--- src/rtl/mgmt_seq_pkg.sv ---
package mgmt_seq_pkg;

    // Width of a management bus data word
    localparam int MGMT_DW = 16;

    // Busy flag position in the command slot
    localparam int BUSY_BIT = 15;

    // Slot numbers inside the device window in indirect mode
    localparam int CMD_SLOT  = 0;
    localparam int DATA_SLOT = 1;

    // Command word prefixes: start bit, mode bit and opcode field
    localparam logic [MGMT_DW-1:0] CMD_RD_PREFIX = 16'h9800;
    localparam logic [MGMT_DW-1:0] CMD_WR_PREFIX = 16'h9400;

    typedef enum logic [2:0] {
        ST_IDLE,
        ST_DIRECT,
        ST_WAIT_FREE,
        ST_PUT_DATA,
        ST_PUT_CMD,
        ST_WAIT_CMD,
        ST_GET_DATA,
        ST_RESPOND
    } seq_state_t;

endpackage

--- src/rtl/mgmt_cmd_word.sv ---
module mgmt_cmd_word
    import mgmt_seq_pkg::*;
#(
    parameter int ADDR_W = 5,
    parameter int REG_W  = 5
) (
    input  logic              is_write,
    input  logic [ADDR_W-1:0] dev,
    input  logic [REG_W-1:0]  regn,
    output logic [MGMT_DW-1:0] word
);

    // Device field sits directly above the register field
    localparam int DEV_LSB = REG_W;

    logic [MGMT_DW-1:0] prefix;
    logic [MGMT_DW-1:0] dev_field;
    logic [MGMT_DW-1:0] reg_field;

    always_comb begin
        prefix    = is_write ? CMD_WR_PREFIX : CMD_RD_PREFIX;
        dev_field = MGMT_DW'(dev) << DEV_LSB;
        reg_field = MGMT_DW'(regn);
        word      = prefix | dev_field | reg_field;
    end

endmodule

--- src/rtl/mgmt_poll_ctr.sv ---
module mgmt_poll_ctr #(
    parameter int MAX_POLLS = 16
) (
    input  logic clk,
    input  logic rst_n,
    input  logic clr,
    input  logic inc,
    output logic last
);

    localparam int CW = $clog2(MAX_POLLS + 1);
    localparam logic [CW-1:0] LAST_VAL = CW'(MAX_POLLS - 1);

    logic [CW-1:0] cnt_q;

    assign last = (cnt_q == LAST_VAL);

    always_ff @(posedge clk or negedge rst_n) begin
        if (!rst_n) begin
            cnt_q <= '0;
        end else if (clr) begin
            cnt_q <= '0;
        end else if (inc && !last) begin
            cnt_q <= cnt_q + 1'b1;
        end
    end


    cnt_range_chk: assert property (@(posedge clk) disable iff (!rst_n)
        cnt_q <= LAST_VAL);


    cnt_restart_chk: assert property (@(posedge clk) disable iff (!rst_n)
        clr |=> (cnt_q == '0));

endmodule

--- src/rtl/mgmt_indirect_seq.sv ---
module mgmt_indirect_seq
    import mgmt_seq_pkg::*;
#(
    parameter int ADDR_W    = 5,
    parameter int REG_W     = 5,
    parameter int MAX_POLLS = 16
) (
    input  logic               clk,
    input  logic               rst_n,
    input  logic [ADDR_W-1:0]  base_addr,
    input  logic               req_valid,
    input  logic               req_write,
    input  logic [ADDR_W-1:0]  req_dev,
    input  logic [REG_W-1:0]   req_reg,
    input  logic [MGMT_DW-1:0] req_wdata,
    output logic               req_ready,
    output logic               rsp_done,
    output logic [MGMT_DW-1:0] rsp_rdata,
    output logic               rsp_timeout,
    output logic               rsp_buserr,
    output logic               bus_valid,
    output logic               bus_write,
    output logic [ADDR_W-1:0]  bus_addr,
    output logic [REG_W-1:0]   bus_reg,
    output logic [MGMT_DW-1:0] bus_wdata,
    input  logic               bus_done,
    input  logic [MGMT_DW-1:0] bus_rdata,
    input  logic               bus_err
);

    localparam logic [REG_W-1:0] CMD_REG  = REG_W'(CMD_SLOT);
    localparam logic [REG_W-1:0] DATA_REG = REG_W'(DATA_SLOT);

    seq_state_t state_q, state_d;

    logic               op_wr_q;
    logic [ADDR_W-1:0]  dev_q;
    logic [REG_W-1:0]   reg_q;
    logic [MGMT_DW-1:0] wdata_q;
    logic [ADDR_W-1:0]  base_q;
    logic [MGMT_DW-1:0] rdata_q;
    logic               tmo_q;
    logic               err_q;

    logic               accept;
    logic               xfer_ok;
    logic               xfer_bad;
    logic               polling;
    logic               busy_seen;
    logic               poll_last;
    logic               poll_clr;
    logic               poll_inc;
    logic               poll_giveup;
    logic [MGMT_DW-1:0] cmd_word;

    assign accept      = req_valid && (state_q == ST_IDLE);
    assign xfer_ok     = bus_valid && bus_done && !bus_err;
    assign xfer_bad    = bus_valid && bus_done && bus_err;
    assign polling     = (state_q == ST_WAIT_FREE) || (state_q == ST_WAIT_CMD);
    assign busy_seen   = bus_rdata[BUSY_BIT];
    assign poll_clr    = !polling;
    assign poll_inc    = polling && xfer_ok && busy_seen;
    assign poll_giveup = poll_inc && poll_last;

    mgmt_cmd_word #(
        .ADDR_W (ADDR_W),
        .REG_W  (REG_W)
    ) u_cmd (
        .is_write (op_wr_q),
        .dev      (dev_q),
        .regn     (reg_q),
        .word     (cmd_word)
    );

    mgmt_poll_ctr #(
        .MAX_POLLS (MAX_POLLS)
    ) u_poll (
        .clk   (clk),
        .rst_n (rst_n),
        .clr   (poll_clr),
        .inc   (poll_inc),
        .last  (poll_last)
    );

    // State register
    always_ff @(posedge clk or negedge rst_n) begin
        if (!rst_n) begin
            state_q <= ST_IDLE;
        end else begin
            state_q <= state_d;
        end
    end

    // Transition logic
    always_comb begin
        state_d = state_q;
        unique case (state_q)
            ST_IDLE: begin
                if (accept) begin
                    state_d = (base_addr == '0) ? ST_DIRECT : ST_WAIT_FREE;
                end
            end
            ST_DIRECT: begin
                if (xfer_bad || xfer_ok) begin
                    state_d = ST_RESPOND;
                end
            end
            ST_WAIT_FREE: begin
                if (xfer_bad || poll_giveup) begin
                    state_d = ST_RESPOND;
                end else if (xfer_ok && !busy_seen) begin
                    state_d = op_wr_q ? ST_PUT_DATA : ST_PUT_CMD;
                end
            end
            ST_PUT_DATA: begin
                if (xfer_bad) begin
                    state_d = ST_RESPOND;
                end else if (xfer_ok) begin
                    state_d = ST_PUT_CMD;
                end
            end
            ST_PUT_CMD: begin
                if (xfer_bad) begin
                    state_d = ST_RESPOND;
                end else if (xfer_ok) begin
                    state_d = ST_WAIT_CMD;
                end
            end
            ST_WAIT_CMD: begin
                if (xfer_bad || poll_giveup) begin
                    state_d = ST_RESPOND;
                end else if (xfer_ok && !busy_seen) begin
                    state_d = op_wr_q ? ST_RESPOND : ST_GET_DATA;
                end
            end
            ST_GET_DATA: begin
                if (xfer_bad || xfer_ok) begin
                    state_d = ST_RESPOND;
                end
            end
            ST_RESPOND: begin
                state_d = ST_IDLE;
            end
            default: begin
                state_d = ST_IDLE;
            end
        endcase
    end

    // Request capture and result collection
    always_ff @(posedge clk or negedge rst_n) begin
        if (!rst_n) begin
            op_wr_q <= 1'b0;
            dev_q   <= '0;
            reg_q   <= '0;
            wdata_q <= '0;
            base_q  <= '0;
            rdata_q <= '0;
            tmo_q   <= 1'b0;
            err_q   <= 1'b0;
        end else if (accept) begin
            op_wr_q <= req_write;
            dev_q   <= req_dev;
            reg_q   <= req_reg;
            wdata_q <= req_wdata;
            base_q  <= base_addr;
            rdata_q <= '0;
            tmo_q   <= 1'b0;
            err_q   <= 1'b0;
        end else begin
            if (xfer_bad) begin
                err_q <= 1'b1;
            end
            if (poll_giveup) begin
                tmo_q <= 1'b1;
            end
            if (xfer_ok && !op_wr_q &&
                ((state_q == ST_DIRECT) || (state_q == ST_GET_DATA))) begin
                rdata_q <= bus_rdata;
            end
        end
    end

    // Output decode
    always_comb begin
        bus_valid = 1'b0;
        bus_write = 1'b0;
        bus_addr  = base_q;
        bus_reg   = CMD_REG;
        bus_wdata = '0;
        unique case (state_q)
            ST_IDLE, ST_RESPOND: begin
                bus_valid = 1'b0;
            end
            ST_DIRECT: begin
                bus_valid = 1'b1;
                bus_write = op_wr_q;
                bus_addr  = dev_q;
                bus_reg   = reg_q;
                bus_wdata = op_wr_q ? wdata_q : '0;
            end
            ST_WAIT_FREE, ST_WAIT_CMD: begin
                bus_valid = 1'b1;
            end
            ST_PUT_DATA: begin
                bus_valid = 1'b1;
                bus_write = 1'b1;
                bus_reg   = DATA_REG;
                bus_wdata = wdata_q;
            end
            ST_PUT_CMD: begin
                bus_valid = 1'b1;
                bus_write = 1'b1;
                bus_wdata = cmd_word;
            end
            ST_GET_DATA: begin
                bus_valid = 1'b1;
                bus_reg   = DATA_REG;
            end
            default: begin
                bus_valid = 1'b0;
            end
        endcase
        req_ready   = (state_q == ST_IDLE);
        rsp_done    = (state_q == ST_RESPOND);
        rsp_rdata   = rdata_q;
        rsp_timeout = tmo_q;
        rsp_buserr  = err_q;
    end


    bus_hold_chk: assert property (@(posedge clk) disable iff (!rst_n)
        (bus_valid && !bus_done) |=> (bus_valid && $stable(bus_write) &&
            $stable(bus_addr) && $stable(bus_reg) && $stable(bus_wdata)));


    done_pulse_chk: assert property (@(posedge clk) disable iff (!rst_n)
        rsp_done |=> !rsp_done);


    ready_quiet_chk: assert property (@(posedge clk) disable iff (!rst_n)
        req_ready |-> (!bus_valid && !rsp_done));


    outcome_excl_chk: assert property (@(posedge clk) disable iff (!rst_n)
        rsp_done |-> !(rsp_timeout && rsp_buserr));


    base_window_chk: assert property (@(posedge clk) disable iff (!rst_n)
        (bus_valid && (state_q != ST_DIRECT)) |-> (bus_addr == base_q));


    wr_order_chk: assert property (@(posedge clk) disable iff (!rst_n)
        (state_q == ST_PUT_CMD && op_wr_q && $past(state_q) != ST_PUT_CMD)
            |-> ($past(state_q) == ST_PUT_DATA));


    wr_no_data_chk: assert property (@(posedge clk) disable iff (!rst_n)
        (rsp_done && op_wr_q) |-> (rsp_rdata == '0));

endmodule

--- config.mk ---
export PLATFORM = sky130hd
export DESIGN_NAME = mgmt_indirect_seq
export DESIGN_NICKNAME = d
export VERILOG_FILES = /design/src/rtl/mgmt_seq_pkg.sv /design/src/rtl/mgmt_cmd_word.sv /design/src/rtl/mgmt_poll_ctr.sv /design/src/rtl/mgmt_indirect_seq.sv
export SDC_FILE = /design/constraint.sdc
export NUM_CORES = 1
export LEC_CHECK = 0
export BUFFER_PORTS_ARGS = -buffer_cell sky130_fd_sc_hd__buf_2
export CAP_MARGIN = 10
export CORE_MARGIN = 5
export CORE_UTILIZATION = 50
export CTS_BUF_LIST = sky130_fd_sc_hd__clkbuf_16
export DETAILED_ROUTE_END_ITERATION = 8
export PLACE_DENSITY = 0.86
export SYNTH_ARGS = -nofsm -noshare
export SYNTH_HDL_FRONTEND = slang
export SYNTH_HIERARCHICAL = 1
export SYNTH_SLANG_ARGS = --single-unit
--- constraint.sdc ---
create_clock -name clk -period 2.5 [get_ports clk]
set_input_delay 0 -clock clk [delete_from_list [all_inputs] [get_ports clk]]
set_output_delay 0 -clock clk [all_outputs]
set_load 0.01 [all_outputs]
==> impl_summary.log <==
[metrics] time the final worst path needs with I/O delays and setup: 2.25 ns
[metrics] worst min-delay path category: primary input to flop
[metrics] number of flip-flops and latches in the synthesized netlist: just under 60
[metrics] RSZ-0062 raised after global routing: no
[metrics] post-CTS setup buffer count: 0
[metrics] leading cell types by count after synthesis: 58 x dfrtp_1, 40 x nand2_1, 26 x mux2_2, 22 x o21ai_0, 17 x buf_4
[metrics] remaining max-slew budget at the tightest pin: a little over half
[metrics] required arrival time at the worst endpoint: about 2.7 ns
[metrics] final weighted congestion in routability-driven placement: 0.959
[metrics] proportion of register bits with asynchronous set or reset after synthesis: 100%
[metrics] maxcap violations: 0
[metrics] count of cell types in the netlist: 53
[metrics] total clock buffers created by CTS: 9
[metrics] Yosys Warn Count: 6
[metrics] DR iter-0 viols: 173
[metrics] count of vias placed by the detailed router: 2,692
[metrics] # nets final: 472
[metrics] vertical die dimension: ~88 um
[metrics] DR WL/cell: between 15 and 20 um
[metrics] Pwr Density: between 1000 and 1500 nW/um2
[metrics] CTS resizes: 0
[metrics] cell-by-cell trace of the critical path: ha_1, and3_1, ha_1, nor3b_1, a21oi_1, or4_1, o221ai_1
[metrics] Total Neg Setup Slack: 0 ns
[metrics] main flop type after synthesis: dfrtp_1
[metrics] Slowest cell on crit path: or4_1
[metrics] Finished Layout Cells: approximately 500
[metrics] dominant cell type by area after synthesis: dfrtp_1
[metrics] count of flip-flops with a built-in enable after synthesis: 0
[metrics] starting density of the core: between 50 and 60%
[metrics] Num Clock Sinks: 58
[metrics] worst-case clock skew: 0.00724 ns
[metrics] CP max stage delay: 0.49 ns
[metrics] area of the mapped netlist: about 3100 um2
[metrics] number of rows in the core area: 28
[metrics] relative area change from synthesis to final layout: 38.6%
[metrics] via count of the first global-routing pass: approximately 2,900
[metrics] outcome: complete, no violations
[metrics] Mean Syn Cell Area: 11.0 um2
[metrics] worst skew pair latency: about 0.32 ns
[metrics] Port Buffers: 100
[metrics] startpoint type of the worst setup path: flop
[metrics] wire length of the first global-routing pass: around 14,000 um
[metrics] largest net degree at the start of global routing: 33
[metrics] DP HPWL: 5310 um
[metrics] number of buffers inserted by hold repair at cts: slightly below 50
[metrics] clock-pin slew on the worst setup and hold paths: 0.05 ns
[metrics] Die ar.: approximately 7800 um2
[metrics] total congestion overflow after global routing: 0
[metrics] routed via count divided by cell count: around 5.4
[metrics] cell mode on critical path: ha_1
[metrics] fin crit share: 90.0%
[metrics] cell with the most instances after synthesis: dfrtp_1
[metrics] Total GRT Usage: 22.8%
[metrics] number of instances in the placed design: approximately 430
[metrics] cell depth of the worst hold path: 2
[metrics] fraction of the yosys area taken by sequential cells: 47.2%
[metrics] Setup CP Type: flop to flop
[metrics] total iterations of the first detailed-routing run: 5
[metrics] number of H-tree branching levels: 3
[metrics] I/O Pins: 101
[metrics] maximum clock rate: between 400 and 500 MHz
[metrics] Routed WL: roughly 8400 um
[metrics] Final setup violation count: 0
[metrics] final routed DRC violation total: 0
[metrics] area fraction of the dominant cell type after synthesis: between 40 and 50%
[metrics] Longest Clk Path Bufs: 2
[metrics] clock root buffer master: clkbuf_16
[metrics] slew at the pin closest to its max-slew limit: a little under 0.7 ns
[metrics] leakage: 2.08 nW
[metrics] Final Max Slew Viols: 0
[metrics] number of instances in the synthesized netlist: between 200 and 300
[metrics] Core Region: 5960 um2
[metrics] CTS tree: done
[metrics] CP max FO: 5
[metrics] Reg2Reg Depth: 7
[metrics] antenna violations before repair: 0
[metrics] Hold Fails Final Rpt: 0
[metrics] Die Width: about 88 um
[metrics] r2r setup slk: 0.25 ns
[metrics] count of antenna-violating nets left after detailed routing: 0
[metrics] top cells by area, synth: dfrtp_1 47%, mux2_2 9.5%, nand2_1 4.9%, a22o_1 4.6%, mux2_1 4.4%
[metrics] crit end category: flop
[metrics] Critical Path AT: 2.48 ns
[metrics] largest vdd supply drop: ~0.70 mV
[metrics] fraction of layout cells with a size suffix above 1: 37.4%
[metrics] Inserted Diodes: 0
## state kept, by name, indices dropped and copies added, names as in the netlist
name          cells
rsp_timeout       1
state_q           3
op_wr_q           1
base_q            5
reg_q             5
rsp_rdata        16
rsp_buserr        1
wdata_q          16
u_poll/cnt_q      5
dev_q             5
## metrics by stage
| step | util (%) | power, W | hold WS [ns] | area (um2) | setup WS [ns] |
|---|---|---|---|---|---|
| after floorplan | - | 0.00303 | -0.296 | 3080 | 0.334 |
| after global placement | 58.6 | 0.00342 | 0.0445 | 3490 | 0.434 |
| after detailed placement | 58.6 | 0.00352 | 0.0553 | 3490 | 0.354 |
| after CTS | 71.6 | 0.00475 | 0.128 | 4260 | 0.277 |
| after global routing | 71.6 | 0.00507 | 0.164 | 4260 | 0.141 |
| final | 71.6 | 0.00479 | 0.139 | 4260 | 0.250 |
## cell usage in the layout (no fill, tap or decap), types with 9 or more instances in the layout
cell,count
o21ai_0,22
dfrtp_1,58
a22o_1,16
nand2_1,40
clkbuf_16,9
buf_2,100
nor2_1,10
dlygate4sd3_1,49
mux2_2,26
mux2_1,12
## metal layers
layer  vias up  routed length [um]  track usage (%)
met3        16                 430             4.28
met5         -                   0                0
met2       114                4520             40.7
met1      1324                3310             26.3
met4         0                 187             10.7
li1       1238                   -                -
## where the power goes
group	leakage, nW	internal (W)	switching (W)
logic	1.21	0.000953	0.00107
registers	0.725	0.00134	0.000258
clock network	0.146	0.000759	0.000409
total	2.08	0.00305	0.00174
## worst max-delay path, delay by kind of cell (launching register included)
kind	cells	cell delay, ns
DFF	1	0.40
adders and majority gates	2	0.48
AOI/OAI and AO/OA	2	0.24
and+or+nand+nor	3	1.03
## kinds of logic after synthesis
kind of cell / after synthesis / synth area share (%)
other: 2 / 0.244
adders and majority gates: 2 / 0.814
AOI/OAI and AO/OA: 55 / 12.6
muxes: 40 / 14.7
and+or+nand+nor: 83 / 15.1
DFF: 58 / 47.2
buffers and inverters: 37 / 8.75
xor gates and xnor gates: 2 / 0.570
## final timing paths
| check | startpoint | to |
|---|---|---|
| max | u_poll/cnt_q[0]$_DFFE_PN0P_ | state_q[0]$_DFFE_PN0P_ |
| min | bus_done | state_q[2]$_DFFE_PN0P_ |
| max reg2reg | u_poll/cnt_q[0]$_DFFE_PN0P_ | state_q[0]$_DFFE_PN0P_ |
| min reg2reg | base_q[4]$_DFFE_PN0P_ | base_q[4]$_DFFE_PN0P_ |
| max in group asynchronous | rst_n | reg_q[2]$_DFFE_PN0P_ |
| min in group asynchronous | rst_n | rsp_rdata[11]$_DFFE_PN0P_ |
## cell type report
class	instances	area [um2]
clock inverters	7	60.1
flip-flops and latches	58	1450
inverters	5	18.8
repair buffers	157	1050
well taps	75	93.8
clock buffers	9	225
multi-input cells	186	1360
fillers	392	1690
No activity file was read; power rests on OpenSTA's default activity.
